==> config.mk <==
export PLATFORM = sky130hd
export DESIGN_NAME = apb_dual_timer
export DESIGN_NICKNAME = d
export VERILOG_FILES = /design/src/rtl/dtim_pkg.sv /design/src/rtl/dtim_prescaler.sv /design/src/rtl/dtim_channel.sv /design/src/rtl/apb_dual_timer.sv
export SDC_FILE = /design/constraint.sdc
export NUM_CORES = 1
export LEC_CHECK = 0
export BUFFER_PORTS_ARGS = -buffer_cell sky130_fd_sc_hd__buf_4
export CAP_MARGIN = 20
export CORE_AREA = 2 2 152 154
export DETAILED_ROUTE_END_ITERATION = 10
export DIE_AREA = 0 0 154 156
export SYNTH_ARGS = -nofsm -noshare
export SYNTH_HDL_FRONTEND = slang
export SYNTH_SLANG_ARGS = --single-unit
==> constraint.sdc <==
create_clock -name pclk -period 4.8 [get_ports pclk]
set_clock_uncertainty 0.1 [all_clocks]
set_input_delay 0.24 -clock pclk [delete_from_list [all_inputs] [get_ports pclk]]
set_output_delay 0.24 -clock pclk [all_outputs]
set_load 0.1 [all_outputs]
==> src/rtl/dtim_pkg.sv <==
`timescale 1ns/1ps
package dtim_pkg;

    // control field layout (bit positions are software visible)
    typedef struct packed {
        logic       en;        // bit 7
        logic       periodic;  // bit 6
        logic       inten;     // bit 5
        logic [1:0] pre;       // bits 3:2
        logic       wide;      // bit 1
        logic       oneshot;   // bit 0
    } dtim_ctrl_t;

    typedef enum logic [2:0] {
        REG_PERIOD = 3'd0,
        REG_COUNT  = 3'd1,
        REG_CTRL   = 3'd2,
        REG_CLEAR  = 3'd3,
        REG_RAW    = 3'd4,
        REG_MASKED = 3'd5,
        REG_BGPER  = 3'd6,
        REG_SPARE  = 3'd7
    } dtim_reg_e;

    localparam int NARROW_W = 16;

endpackage

==> src/rtl/dtim_prescaler.sv <==
`timescale 1ns/1ps
module dtim_prescaler #(
    parameter int PRE_W = 8
) (
    input  logic       clk,
    input  logic       rst_n,
    input  logic       run,
    input  logic       restart,
    input  logic [1:0] sel,
    output logic       tick
);
    localparam int HALF_W = PRE_W / 2;
    localparam logic [PRE_W-1:0] LAST_MID  = {{(PRE_W-HALF_W){1'b0}}, {HALF_W{1'b1}}};
    localparam logic [PRE_W-1:0] LAST_FULL = {PRE_W{1'b1}};
    localparam logic [PRE_W-1:0] STEP      = {{(PRE_W-1){1'b0}}, 1'b1};

    logic [PRE_W-1:0] cnt_d, cnt_q;
    logic [PRE_W-1:0] last;

    always_comb begin
        unique case (sel)
            2'b00:   last = '0;
            2'b01:   last = LAST_MID;
            default: last = LAST_FULL;
        endcase
        tick  = run && (cnt_q == last);
        cnt_d = cnt_q + STEP;
        if (!run || restart || tick) cnt_d = '0;
    end

    always_ff @(posedge clk or negedge rst_n) begin
        if (!rst_n) cnt_q <= '0;
        else        cnt_q <= cnt_d;
    end

    AST_TICK_GAP: assert property (@(posedge clk) disable iff (!rst_n)
        (tick && sel != 2'b00) |=> (!tick || sel == 2'b00));

endmodule

==> src/rtl/dtim_channel.sv <==
`timescale 1ns/1ps
module dtim_channel
    import dtim_pkg::*;
#(
    parameter int CNT_W = 32,
    parameter int PRE_W = 8
) (
    input  logic             clk,
    input  logic             rst_n,
    input  logic             wr_en,
    input  logic [2:0]       reg_sel,
    input  logic [CNT_W-1:0] wdata,
    output logic [CNT_W-1:0] rdata,
    output logic             irq
);
    localparam logic [CNT_W-1:0] MASK_NARROW = {{(CNT_W-NARROW_W){1'b0}}, {NARROW_W{1'b1}}};
    localparam logic [CNT_W-1:0] ONE         = {{(CNT_W-1){1'b0}}, 1'b1};

    typedef struct packed {
        dtim_ctrl_t       ctrl;
        logic [CNT_W-1:0] period;
        logic [CNT_W-1:0] value;
        logic             ris;
    } ch_state_t;

    ch_state_t        st_d, st_q;
    dtim_reg_e        rsel;
    logic [CNT_W-1:0] mask;
    logic [CNT_W-1:0] active;
    logic             wr_period, wr_ctrl, wr_clear, wr_bg;
    logic             tick, reach_zero, mis;

    always_comb begin
        rsel      = dtim_reg_e'(reg_sel);
        wr_period = wr_en && (rsel == REG_PERIOD);
        wr_ctrl   = wr_en && (rsel == REG_CTRL);
        wr_clear  = wr_en && (rsel == REG_CLEAR);
        wr_bg     = wr_en && (rsel == REG_BGPER);
        mask      = st_q.ctrl.wide ? {CNT_W{1'b1}} : MASK_NARROW;
        active    = st_q.value & mask;
        mis       = st_q.ris & st_q.ctrl.inten;
    end

    dtim_prescaler #(.PRE_W(PRE_W)) u_pre (
        .clk     (clk),
        .rst_n   (rst_n),
        .run     (st_q.ctrl.en),
        .restart (wr_period),
        .sel     (st_q.ctrl.pre),
        .tick    (tick)
    );

    always_comb begin
        st_d       = st_q;
        reach_zero = 1'b0;
        if (tick) begin
            if (active == '0) begin
                if (st_q.ctrl.oneshot)       st_d.value = '0;
                else if (st_q.ctrl.periodic) st_d.value = st_q.period & mask;
                else                         st_d.value = mask;
            end else begin
                st_d.value = active - ONE;
                reach_zero = (active == ONE);
            end
        end
        if (wr_clear)   st_d.ris = 1'b0;
        if (reach_zero) st_d.ris = 1'b1;
        if (wr_ctrl) begin
            st_d.ctrl.en       = wdata[7];
            st_d.ctrl.periodic = wdata[6];
            st_d.ctrl.inten    = wdata[5];
            st_d.ctrl.pre      = wdata[3:2];
            st_d.ctrl.wide     = wdata[1];
            st_d.ctrl.oneshot  = wdata[0];
        end
        if (wr_bg) st_d.period = wdata;
        if (wr_period) begin
            st_d.period = wdata;
            st_d.value  = wdata;
        end
    end

    always_ff @(posedge clk or negedge rst_n) begin
        if (!rst_n) st_q <= '0;
        else        st_q <= st_d;
    end

    always_comb begin
        rdata = '0;
        unique case (rsel)
            REG_PERIOD: rdata = st_q.period;
            REG_COUNT:  rdata = active;
            REG_CTRL:   rdata[7:0] = {st_q.ctrl.en, st_q.ctrl.periodic, st_q.ctrl.inten,
                                      1'b0, st_q.ctrl.pre, st_q.ctrl.wide, st_q.ctrl.oneshot};
            REG_RAW:    rdata[0] = st_q.ris;
            REG_MASKED: rdata[0] = mis;
            REG_BGPER:  rdata = st_q.period;
            default:    rdata = '0;
        endcase
        irq = mis;
    end

    AST_COUNT_DOWN: assert property (@(posedge clk) disable iff (!rst_n)
        (tick && active > ONE && !wr_period && !wr_ctrl) |=> (active == $past(active) - ONE));
    AST_FLAG_ON_ZERO: assert property (@(posedge clk) disable iff (!rst_n)
        (tick && active == ONE) |=> st_q.ris);
    AST_FREE_WRAP: assert property (@(posedge clk) disable iff (!rst_n)
        (tick && active == '0 && !st_q.ctrl.oneshot && !st_q.ctrl.periodic && !wr_period && !wr_ctrl)
        |=> (&active[NARROW_W-1:0]));
    AST_ONESHOT_HOLD: assert property (@(posedge clk) disable iff (!rst_n)
        (st_q.ctrl.oneshot && active == '0 && !wr_period && !wr_ctrl) |=> (active == '0));
    AST_CLEAR_FLAG: assert property (@(posedge clk) disable iff (!rst_n)
        (wr_clear && !(tick && active == ONE)) |=> !st_q.ris);
    AST_BG_KEEPS_COUNT: assert property (@(posedge clk) disable iff (!rst_n)
        (wr_bg && !tick && !wr_ctrl) |=> $stable(active));
    AST_STOPPED_FROZEN: assert property (@(posedge clk) disable iff (!rst_n)
        (!st_q.ctrl.en && !wr_period) |=> $stable(st_q.value));

endmodule

==> src/rtl/apb_dual_timer.sv <==
`timescale 1ns/1ps
module apb_dual_timer #(
    parameter int ADDR_W = 8,
    parameter int DATA_W = 32,
    parameter int PRE_W  = 8
) (
    input  logic              pclk,
    input  logic              presetn,
    input  logic              psel,
    input  logic              penable,
    input  logic              pwrite,
    input  logic [ADDR_W-1:0] paddr,
    input  logic [DATA_W-1:0] pwdata,
    output logic [DATA_W-1:0] prdata,
    output logic [1:0]        timer_irq,
    output logic              irq_any
);
    localparam int NUM_TMR  = 2;
    localparam int SLOT_BIT = 5;   // 0x20 stride between timers
    localparam int WORD_LSB = 2;

    logic                           acc_wr, in_range;
    logic [NUM_TMR-1:0][DATA_W-1:0] ch_rdata;
    logic [NUM_TMR-1:0]             ch_irq;

    always_comb begin
        in_range = (paddr[ADDR_W-1:SLOT_BIT+1] == '0) && (paddr[WORD_LSB-1:0] == '0);
        acc_wr   = psel && penable && pwrite && in_range;
    end

    for (genvar g = 0; g < NUM_TMR; g++) begin : g_tmr
        logic slot_hit;
        assign slot_hit = (paddr[SLOT_BIT] == g[0]);
        dtim_channel #(.CNT_W(DATA_W), .PRE_W(PRE_W)) u_ch (
            .clk     (pclk),
            .rst_n   (presetn),
            .wr_en   (acc_wr && slot_hit),
            .reg_sel (paddr[SLOT_BIT-1:WORD_LSB]),
            .wdata   (pwdata),
            .rdata   (ch_rdata[g]),
            .irq     (ch_irq[g])
        );
    end

    always_comb begin
        prdata = '0;
        if (psel && !pwrite && in_range) prdata = ch_rdata[paddr[SLOT_BIT]];
        timer_irq = ch_irq;
        irq_any   = |ch_irq;
    end

endmodule

==> metrics list, run 1 <==
- Initial antenna violation count: 1
- Die Area: 24000 um2
* Worst hold margin: 0.0117 ns
- Static timing analysis puts the maximum clock frequency at 268 MHz.
* Placed instance area: 11100 um2
* Max Transition Viols Final: 0
- Yosys instantiated no cell more often than sky130_fd_sc_hd__dfrtp_1.
- After synthesis, the largest family of logic cells by area is compound AO/OA/AOI/OAI gates.
* Number of nets in the finished design: 1288
- The count of buffers added on input and output ports is 79.
- Slew of the pin with the lowest slew margin: 1.04 ns
- The worst pin sits at a relative slew slack of 0.305.
* First-pass GRT wire length: 57900 um
- Post-CTS repair changed the size of 0 cells.
- After floorplanning, the core was sized to cover 22400 um2.
* Remaining DRCs: 0
- Number of enable-type register cells in the synthesized netlist: 0
- Power dissipated by switching net loads: 1.43 mW
- Count of distinct cell types in the synthesized netlist: 80
* Cell area after layout: 12000 um2
- Dividing the synthesized area by the synthesized cell count gives 8.70 um2.
- Detailed placement finished with a half-perimeter wire length of 25600 um.
* Post-layout minimum cycle time: 3.74 ns
* GRT Util Overall: 0.313
- For the worst setup path, the data arrival time is 3.98 ns.
- CP max stage cell: sky130_fd_sc_hd__nor4_2
* Power density cells: 346 nW/um2
- During I/O placement, the number of pins put on the boundary was 80.
- Of the total power, registers draw 0.406.
- Counting the fill cells in the layout gives 2122.
* Post-Synth XOR/XNOR Area: 0.0312
- CTS saw 160 sinks.
- TritonCTS built the clock tree.
- Synth area leader: sky130_fd_sc_hd__dfrtp_1
- The first routing iteration left 1235 violations.
- Clock transition at path regs: 0.07 ns
- Cell Area, Synth: 10400 um2
- Post-synthesis sequential area ratio: 0.386
* H-Tree Level Count: 4
- The area growth from synthesis to layout is 15.6%.
- STA classifies the critical path startpoint as a flop.
* Number of buffers inserted by post-CTS setup repair: 0
- Of the total power, combinational logic draws 0.238.
- Top cell type's share of synthesized area: 0.386
* Series of cell instances along the critical path: nor4_2, nand2_1, nor2_1, nand2_2, or3_1, o211ai_2
- Avg Vias per Cell: 6.60
- Dominant synthesized flop cell: sky130_fd_sc_hd__dfrtp_1
- Data required, critical path: 5.04 ns
- Of the total synthesized cell area, the portion taken by AND, OR, NAND and NOR gates is 0.207.
- Area fraction in compound gates after synthesis: 0.239
- Post-synthesis adder-cell area fraction: 0.00723
- Fraction of final layout cells with drive strength greater than 1: 0.166
- STA classifies the critical path endpoint as a flop.
- Wire length per cell after detailed routing: 24.2 um
- Measured along the y axis, the die boundary spans 156 um.
- Clock Path Buffers: 2
- Post-synthesis mux area share: 0.0817
- Setup violation total in the final timing report: 0
* Post-route insts no fill: 1535
* Vias after detailed routing: 10.1k
- Number of core rows: 55
* Remaining Overflow, GRT: 0
* Synthesis warning total: 0
- The share of total power dissipated in the clock network is 0.356.
- Adding up every negative setup slack in the final design gives 0 ns.
- Synthesis produced a netlist with a net count of 1245.
* Number of antenna cells inserted: 0
- Entering global routing, the biggest net connects 94 pins.
* Number of max-cap violations: 0
- Area taken by multi-input logic gates: 5910 um2
- Insertion delay to the later sink of the worst-skew pair: 0.43 ns
- Buffers inserted during clock tree synthesis total 17.
- In the post-synthesis netlist, the biggest area contributors are sky130_fd_sc_hd__dfrtp_1 (39%), sky130_fd_sc_hd__mux2_2 (4.8%), sky130_fd_sc_hd__nand2_1 (3.6%).
* Number of placed cells counting well taps: 1480
* Setup repair after global routing missed its margin: no
- The initial utilization of the core area, before any placement, comes to 0.464.
- Maximum ir drop on the vdd rail: 0.214 mV
- The cell count after synthesis came out at 1194.
- Setup Crit Path Kind: reg2reg
- The root buffer cell chosen for the clock tree is sky130_fd_sc_hd__clkbuf_16.
- The first detailed-routing pass took 6 iterations.
- Power Internal: 2.72 mW
- From left edge to right edge, the die measures 154 um.
- Part of the cycle the worst path needs: 0.778
* CTS Hold Bufs: 21
- Routed wire length: 37200 um
- The congestion estimate from routability-driven global placement came to 0.999.
* Status: finished clean
- On the worst path, the slowest cell contributes a delay of 0.69 ns.
- Vias in the first global route: 9500
* Sw Share: 0.345
* Combined flip-flop and latch cell area: 4000 um2
- Of all nets on the critical path, the largest fanout is 22.
- Static Leak: 5.13 nW
- After synthesis, the most frequently instantiated cells are sky130_fd_sc_hd__dfrtp_1 (160), sky130_fd_sc_hd__nand2_1 (100), sky130_fd_sc_hd__clkbuf_1 (86), sky130_fd_sc_hd__nor2_1 (80), sky130_fd_sc_hd__a21oi_1 (67).
- Final hold violations: 0
* Number of synthesized register bits: 160
- Antenna Nets Post-Route: 0
- Post-synth ARST share: 1.00
- The path class of the tightest hold or removal check is in2reg.
[worst max-delay path: cells and delay by family, from the launching register on]
kind | cells | cell delay, ns
AO/OA/AOI/OAI | 1 | 0.22
flip-flops | 1 | 0.46
AND/OR/NAND/NOR | 5 | 2.85
[final timing paths]
kind,from,end,slack [ns],cells after the start
worst min-delay path,pwdata[26],g_tmr[1].u_ch.st_q[59]$_DFFE_PN0P_,0.01,2
min in group asynchronous,presetn,g_tmr[0].u_ch.st_q[62]$_DFFE_PN0P_,0.37,2
worst max register to register,g_tmr[1].u_ch.st_q[5]$_DFFE_PN0P_,g_tmr[1].u_ch.st_q[19]$_DFFE_PN0P_,1.06,6
max in group asynchronous,presetn,g_tmr[1].u_ch.st_q[41]$_DFFE_PN0P_,3.16,3
worst min register to register,g_tmr[0].u_ch.u_pre.cnt_q[0]$_DFF_PN0_,g_tmr[0].u_ch.u_pre.cnt_q[0]$_DFF_PN0_,0.41,1
worst max-delay path,g_tmr[1].u_ch.st_q[5]$_DFFE_PN0P_,g_tmr[1].u_ch.st_q[19]$_DFFE_PN0P_,1.06,6
[metal layers]
| metal | part of all wire | routed length [um] | global-route usage | up-vias |
|---|---|---|---|---|
| met5 | 0 | 0 | 0 | - |
| met1 | 0.43 | 16000 | 0.449 | 4924 |
| met3 | 0.092 | 3430 | 0.0636 | 71 |
| met4 | 0.028 | 1030 | 0.107 | 0 |
| met2 | 0.45 | 16700 | 0.470 | 562 |
| li1 | - | - | - | 4576 |
[through the flow]
stage | util | total power [mW] | setup WS [ns]
after floorplan | - | 2.33 | 0.490
after global placement | 0.498 | 2.64 | 1.42
after detailed placement | 0.498 | 2.65 | 1.27
after CTS | 0.536 | 4.14 | 1.25
after global routing | 0.537 | 4.33 | 0.987
final | 0.537 | 4.15 | 1.06
[state kept, by name, summed over array words and instances (netlist names)]
register                flops
g_tmr.u_ch.u_pre.cnt_q     16
g_tmr.u_ch.st_q           144
[area by class of cell]
class,count,area share
clock buffer,19,0.0377
tap,285,0.0297
sequential,160,0.334
multi-input combinational,906,0.493
inverter,27,0.00845
clock inverter,13,0.0146
timing repair buffer,125,0.0831
[placed cells by master (no fill, tap or decap), types with 40 or more instances in the layout]
master	instances
sky130_fd_sc_hd__nor3_1	46
sky130_fd_sc_hd__a21oi_1	67
sky130_fd_sc_hd__dfrtp_1	160
sky130_fd_sc_hd__nor2_1	80
sky130_fd_sc_hd__o21ai_0	60
sky130_fd_sc_hd__a221oi_1	40
sky130_fd_sc_hd__nand2_1	100
sky130_fd_sc_hd__o21ai_1	42
sky130_fd_sc_hd__nand3_1	51
sky130_fd_sc_hd__buf_4	102
sky130_fd_sc_hd__mux2_2	44
[power groups by stage]
stage	Clock, mW	Combinational (mW)	Sequential, mW
global placement	0	0.944	1.69
CTS	1.50	0.970	1.67
global route	1.55	1.09	1.70
finish	1.48	0.988	1.68
floorplan	0	0.733	1.60
detailed placement	0	0.951	1.70
[logic make-up (layout without fill, tap and decap cells)]
group	after synthesis	count (layout)
buffers and inverters	128	184
AO/OA/AOI/OAI	369	369
XOR/XNOR	37	37
multiplexers	76	76
flip-flops	160	160
adder cells (fa/ha/maj)	6	6
AND/OR/NAND/NOR	418	418
(Power assumes the default switching activity.)
==> run 2, diff against run 1 <==
--- a/config.mk
+++ b/config.mk
@@ -5,11 +5,12 @@
 export SDC_FILE = /design/constraint.sdc
 export NUM_CORES = 1
 export LEC_CHECK = 0
+export ABC_AREA = 1
 export BUFFER_PORTS_ARGS = -buffer_cell sky130_fd_sc_hd__buf_4
 export CAP_MARGIN = 20
-export CORE_AREA = 2 2 152 154
+export CORE_AREA = 2 2 159 161
 export DETAILED_ROUTE_END_ITERATION = 10
-export DIE_AREA = 0 0 154 156
+export DIE_AREA = 0 0 161 163
 export SYNTH_ARGS = -nofsm -noshare
 export SYNTH_HDL_FRONTEND = slang
 export SYNTH_SLANG_ARGS = --single-unit
==> constraint.sdc (replaced) <==
create_clock -name pclk -period 3.45 [get_ports pclk]
set_clock_uncertainty 0.1 [all_clocks]
set_input_delay 0.1725 -clock pclk [delete_from_list [all_inputs] [get_ports pclk]]
set_output_delay 0.1725 -clock pclk [all_outputs]
set_load 0.1 [all_outputs]
==> run 2 against run 1 <==
Effect of this change: critical path type is now in2out; highest routed layer unchanged; cell count is 41% higher; sequential power is 37% higher; die area is 9.2% higher.
==> metrics list, run 2 <==
- Status: finished clean
- Largest fanout on the critical path: 30
* Root Driver: sky130_fd_sc_hd__clkbuf_16
* Most common cell after layout, fill and taps aside: sky130_fd_sc_hd__nand2_1
* Die Area: 26200 um2
- Yosys mapped a number of flops with a built-in enable equal to 0.
- Fraction of final layout cells with drive strength greater than 1: 0.122
- After detailed placement, the total cell area comes to 12300 um2.
- Power density cells: 582 nW/um2
- Setup Slack @ Placement: 0.545 ns
* Area fraction in compound gates after synthesis: 0.151
- CTS Hold Bufs: 34
* Number of max-cap violations: 0
- After filler insertion, the fill cell instance count of the layout stands at 2494.
- Path class of the lowest-slack min-delay path: in2reg
- CP max stage cell: sky130_fd_sc_hd__o21ai_4
- Cell area after layout: 13200 um2
* Most used cells in the layout excluding fill and tap cells: sky130_fd_sc_hd__nand2_1 (553), sky130_fd_sc_hd__inv_1 (205), sky130_fd_sc_hd__nor2_1 (165)
* Leading cell types by count after synthesis: sky130_fd_sc_hd__nand2_1 (553), sky130_fd_sc_hd__inv_1 (205), sky130_fd_sc_hd__nor2_1 (166), sky130_fd_sc_hd__dfrtp_1 (160), sky130_fd_sc_hd__o21ai_0 (128)
* Combined flip-flop and latch cell area: 4000 um2
* Max Transition Viols Final: 0
- From left edge to right edge, the die measures 161 um.
- After synthesis, the share of cell area in mux cells is 0.00593.
* Worst reg-to-reg path cell count: 11
- Avg Vias per Cell: 5.40
- Endpoint of the most critical register-to-register path: g_tmr[1].u_ch.st_q[17]$_DFFE_PN0P_
* Number of antenna cells inserted: 0
- Drt first pass iters: 5
* Area fraction in and, or, nand and nor cells after synthesis: 0.357
* Antenna Nets Post-Route: 0
* Number of gates resized after CTS: 0
- H-Tree Level Count: 4
* Post-Synth XOR/XNOR Area: 0.0208
* Wire length per cell after detailed routing: 18.8 um
- Routability congestion estimate: 0.957
- Initial standard-cell utilization of the core: 0.462
- Setup Crit Path Kind: in2out
- Of the total synthesized cell area, the portion taken by full adders, half adders and majority gates is 0.00659.
- The multi-input combinational cells in the finished layout cover a total of 6190 um2.
- Cell Area, Synth: 11400 um2
* Series of cell instances along the critical path: dlygate4sd3_1, buf_4, inv_2, o21ai_4, buf_4, a221oi_1, nor3_1, buf_4
- Counting along the longest clock path gives a buffer depth of 2.
* Final hold violations: 0
- Worst setup slack after layout: 0.302 ns
- Syn Nets: 1779
- Data required, critical path: 3.18 ns
- Detailed placement ended at an HPWL of 30300 um.
* Data arrival at the endpoint of the critical path: 2.88 ns
- The synthesized netlist contains 47 unique library cells.
- Worst slew margin: 0.412
- Routed wire length: 40500 um
- Core ar.: 24700 um2
- In the routed design, unresolved DRC markers number 0.
- Post-layout minimum cycle time: 3.15 ns
- Initial antenna violation count: 0
- Across every metal layer, demand over resource in global routing totals 0.316.
- Cell repeated most along the worst path: sky130_fd_sc_hd__buf_4
- Relative to the synthesized area, the layout overhead comes to 16.0%.
- Reg2Reg Setup Slack: 0.53 ns
* Clock transition at path regs: 0.08 ns
- Number of core rows: 58
- Worst flop-to-flop path startpoint: g_tmr[1].u_ch.st_q[66]$_DFFE_PN0P_
- Number of nets in the finished design: 1867
- Each instance of the synthesized netlist takes up on average 6.59 um2.
- Dominant synthesized flop cell: sky130_fd_sc_hd__dfrtp_1
- Endpoint kind of the worst setup timing path: primary output
* Vias after detailed routing: 11.7k
- Iter 0 DRT Violations: 1130
- Of the available clock period, the critical path in the final layout requires 0.912.
* Total number of clock tree sinks: 160
- Insertion delay to the later sink of the worst-skew pair: 0.45 ns
- TritonCTS built the clock tree.
- Post-synthesis sequential area ratio: 0.351
* Post-synth ARST share: 1.00
* Slew of the pin with the lowest slew margin: 0.882 ns
* Number of buffers inserted by post-CTS setup repair: 0
- Port-buffer cells: 79
- Across the VDD grid, the largest voltage drop is 0.318 mV.
* Hold Path Origin: paddr[3]
- Combinational family with the most area after synthesis: simple AND/OR/NAND/NOR gates
* Startpoint type of the worst setup path: primary input
- Number of CTS-inserted buffers: 17
- Pin placement for this block handled 80 I/O pins.
- Hold Path Sink: g_tmr[1].u_ch.st_q[0]$_DFFE_PN0P_
* Number of synthesized register bits: 160
- In this design, the stage delay of the slowest critical-path cell is 0.54 ns.
- Yosys instantiated no cell more often than sky130_fd_sc_hd__nand2_1.
- Setup violations remaining at the end of the flow were counted as 0.
- Setup repair after global routing missed its margin: no
* Pin count of the biggest net entering global routing: 89
- FMAX: 318 MHz
- Synth area leader: sky130_fd_sc_hd__dfrtp_1
- Ranking of synthesized cells by area: sky130_fd_sc_hd__dfrtp_1 (35%), sky130_fd_sc_hd__nand2_1 (18%), sky130_fd_sc_hd__inv_1 (6.8%)
* Static Leak: 6.94 nW
* Remaining Overflow, GRT: 0
- The largest registers in the layout are g_tmr.u_ch.st_q: 144 flops, g_tmr.u_ch.u_pre.cnt_q: 16 flops.
* Register with the most flip-flops: g_tmr.u_ch.st_q
* First-pass GRT wire length: 63900 um
- Synthesis warning total: 0
- PnR Total Power: 7.69 mW
- Floorplan die height: 163 um
* Post-synthesis cell count: 1728
- Of the post-synthesis cell area, the dominant cell type holds 0.351.
- Hold path depth: 4
* Flip-flop count of the largest register after layout: 144
- The via count of the first global-routing pass is 11.2k.
-- run 2: cell count changes after synthesis, moves of 23 or more --
cell / before / now
sky130_fd_sc_hd__nand2_1: 100 / 553
sky130_fd_sc_hd__inv_1: 23 / 205
sky130_fd_sc_hd__nor2_1: 80 / 166
sky130_fd_sc_hd__nand3_1: 51 / 123
sky130_fd_sc_hd__o21ai_0: 60 / 128
sky130_fd_sc_hd__clkbuf_1: 86 / 42
sky130_fd_sc_hd__mux2_2: 44 / 4
sky130_fd_sc_hd__a21oi_1: 67 / 33
sky130_fd_sc_hd__nor3_1: 47 / 22
sky130_fd_sc_hd__mux2_1: 26 / 2
sky130_fd_sc_hd__nand2_2: 1 / 24
-- run 2: cell type report --
type                    count  share of cell area
multi-input cells        1275               0.468
flip-flops and latches    160               0.303
repair buffers            147              0.0931
inverters                 215              0.0614
clock buffers              18              0.0325
well taps                 330              0.0312
clock inverters            14              0.0107
-- run 2: power breakdown --
part           leakage, nW  internal (mW)  switching, mW
clock                0.277          0.963          0.945
combinational         4.68           1.19           2.29
sequential            1.98           2.09          0.212
total                 6.94           4.24           3.45
-- run 2: kinds of logic (layout without fill, tap and decap cells) --
group                      Yosys count  count (layout)
DFF                                160             160
AOI/OAI and AO/OA                  290             290
muxes                                6               6
adders and majority gates            6               6
xor gates and xnor gates            27              27
buffers and inverters              293             394
and+or+nand+nor                    946             946
-- run 2: worst max path at each step --
stage                                                  start                            endpoint  slack (ns)  cells after the start
final                                               paddr[4]                          prdata[15]        0.30                      8
after global routing                                paddr[4]                          prdata[12]        0.25                      9
after CTS                                           paddr[4]                          prdata[15]        0.40                      8
after detailed placement  g_tmr[1].u_ch.st_q[66]$_DFFE_PN0P_  g_tmr[1].u_ch.st_q[29]$_DFFE_PN0P_        0.54                     11
after global placement    g_tmr[1].u_ch.st_q[66]$_DFFE_PN0P_  g_tmr[1].u_ch.st_q[17]$_DFFE_PN0P_        0.54                     11
after floorplan                                     paddr[7]                          prdata[10]       -0.04                      6
-- run 2: metal layers --
metal	track usage	share of wire	vias to the layer above
met5	0	0	-
met1	0.458	0.46	5438
li1	-	-	5744
met3	0.0484	0.077	42
met4	0.0828	0.019	0
met2	0.494	0.44	443
-- run 2: metrics by stage --
step | utilization | TNS (ns) | std cells | hold WS [ns]
5_1_grt | 0.536 | 0 | 2159 | 0.215
2_1_floorplan | - | -0.439 | 1728 | -0.223
3_5_place_dp | 0.499 | 0 | 2093 | 0.218
3_3_place_gp | 0.499 | 0 | 2093 | 0.220
4_1_cts | 0.536 | 0 | 2159 | 0.177
6_report | 0.536 | 0 | 2159 | 0.189
-- run 2: critical path, delay by kind of cell --
| kind | cells | cell delay [ns] |
|---|---|---|
| buf+inv | 5 | 1.57 |
| simple gates | 1 | 0.45 |
| compound gates | 2 | 0.67 |
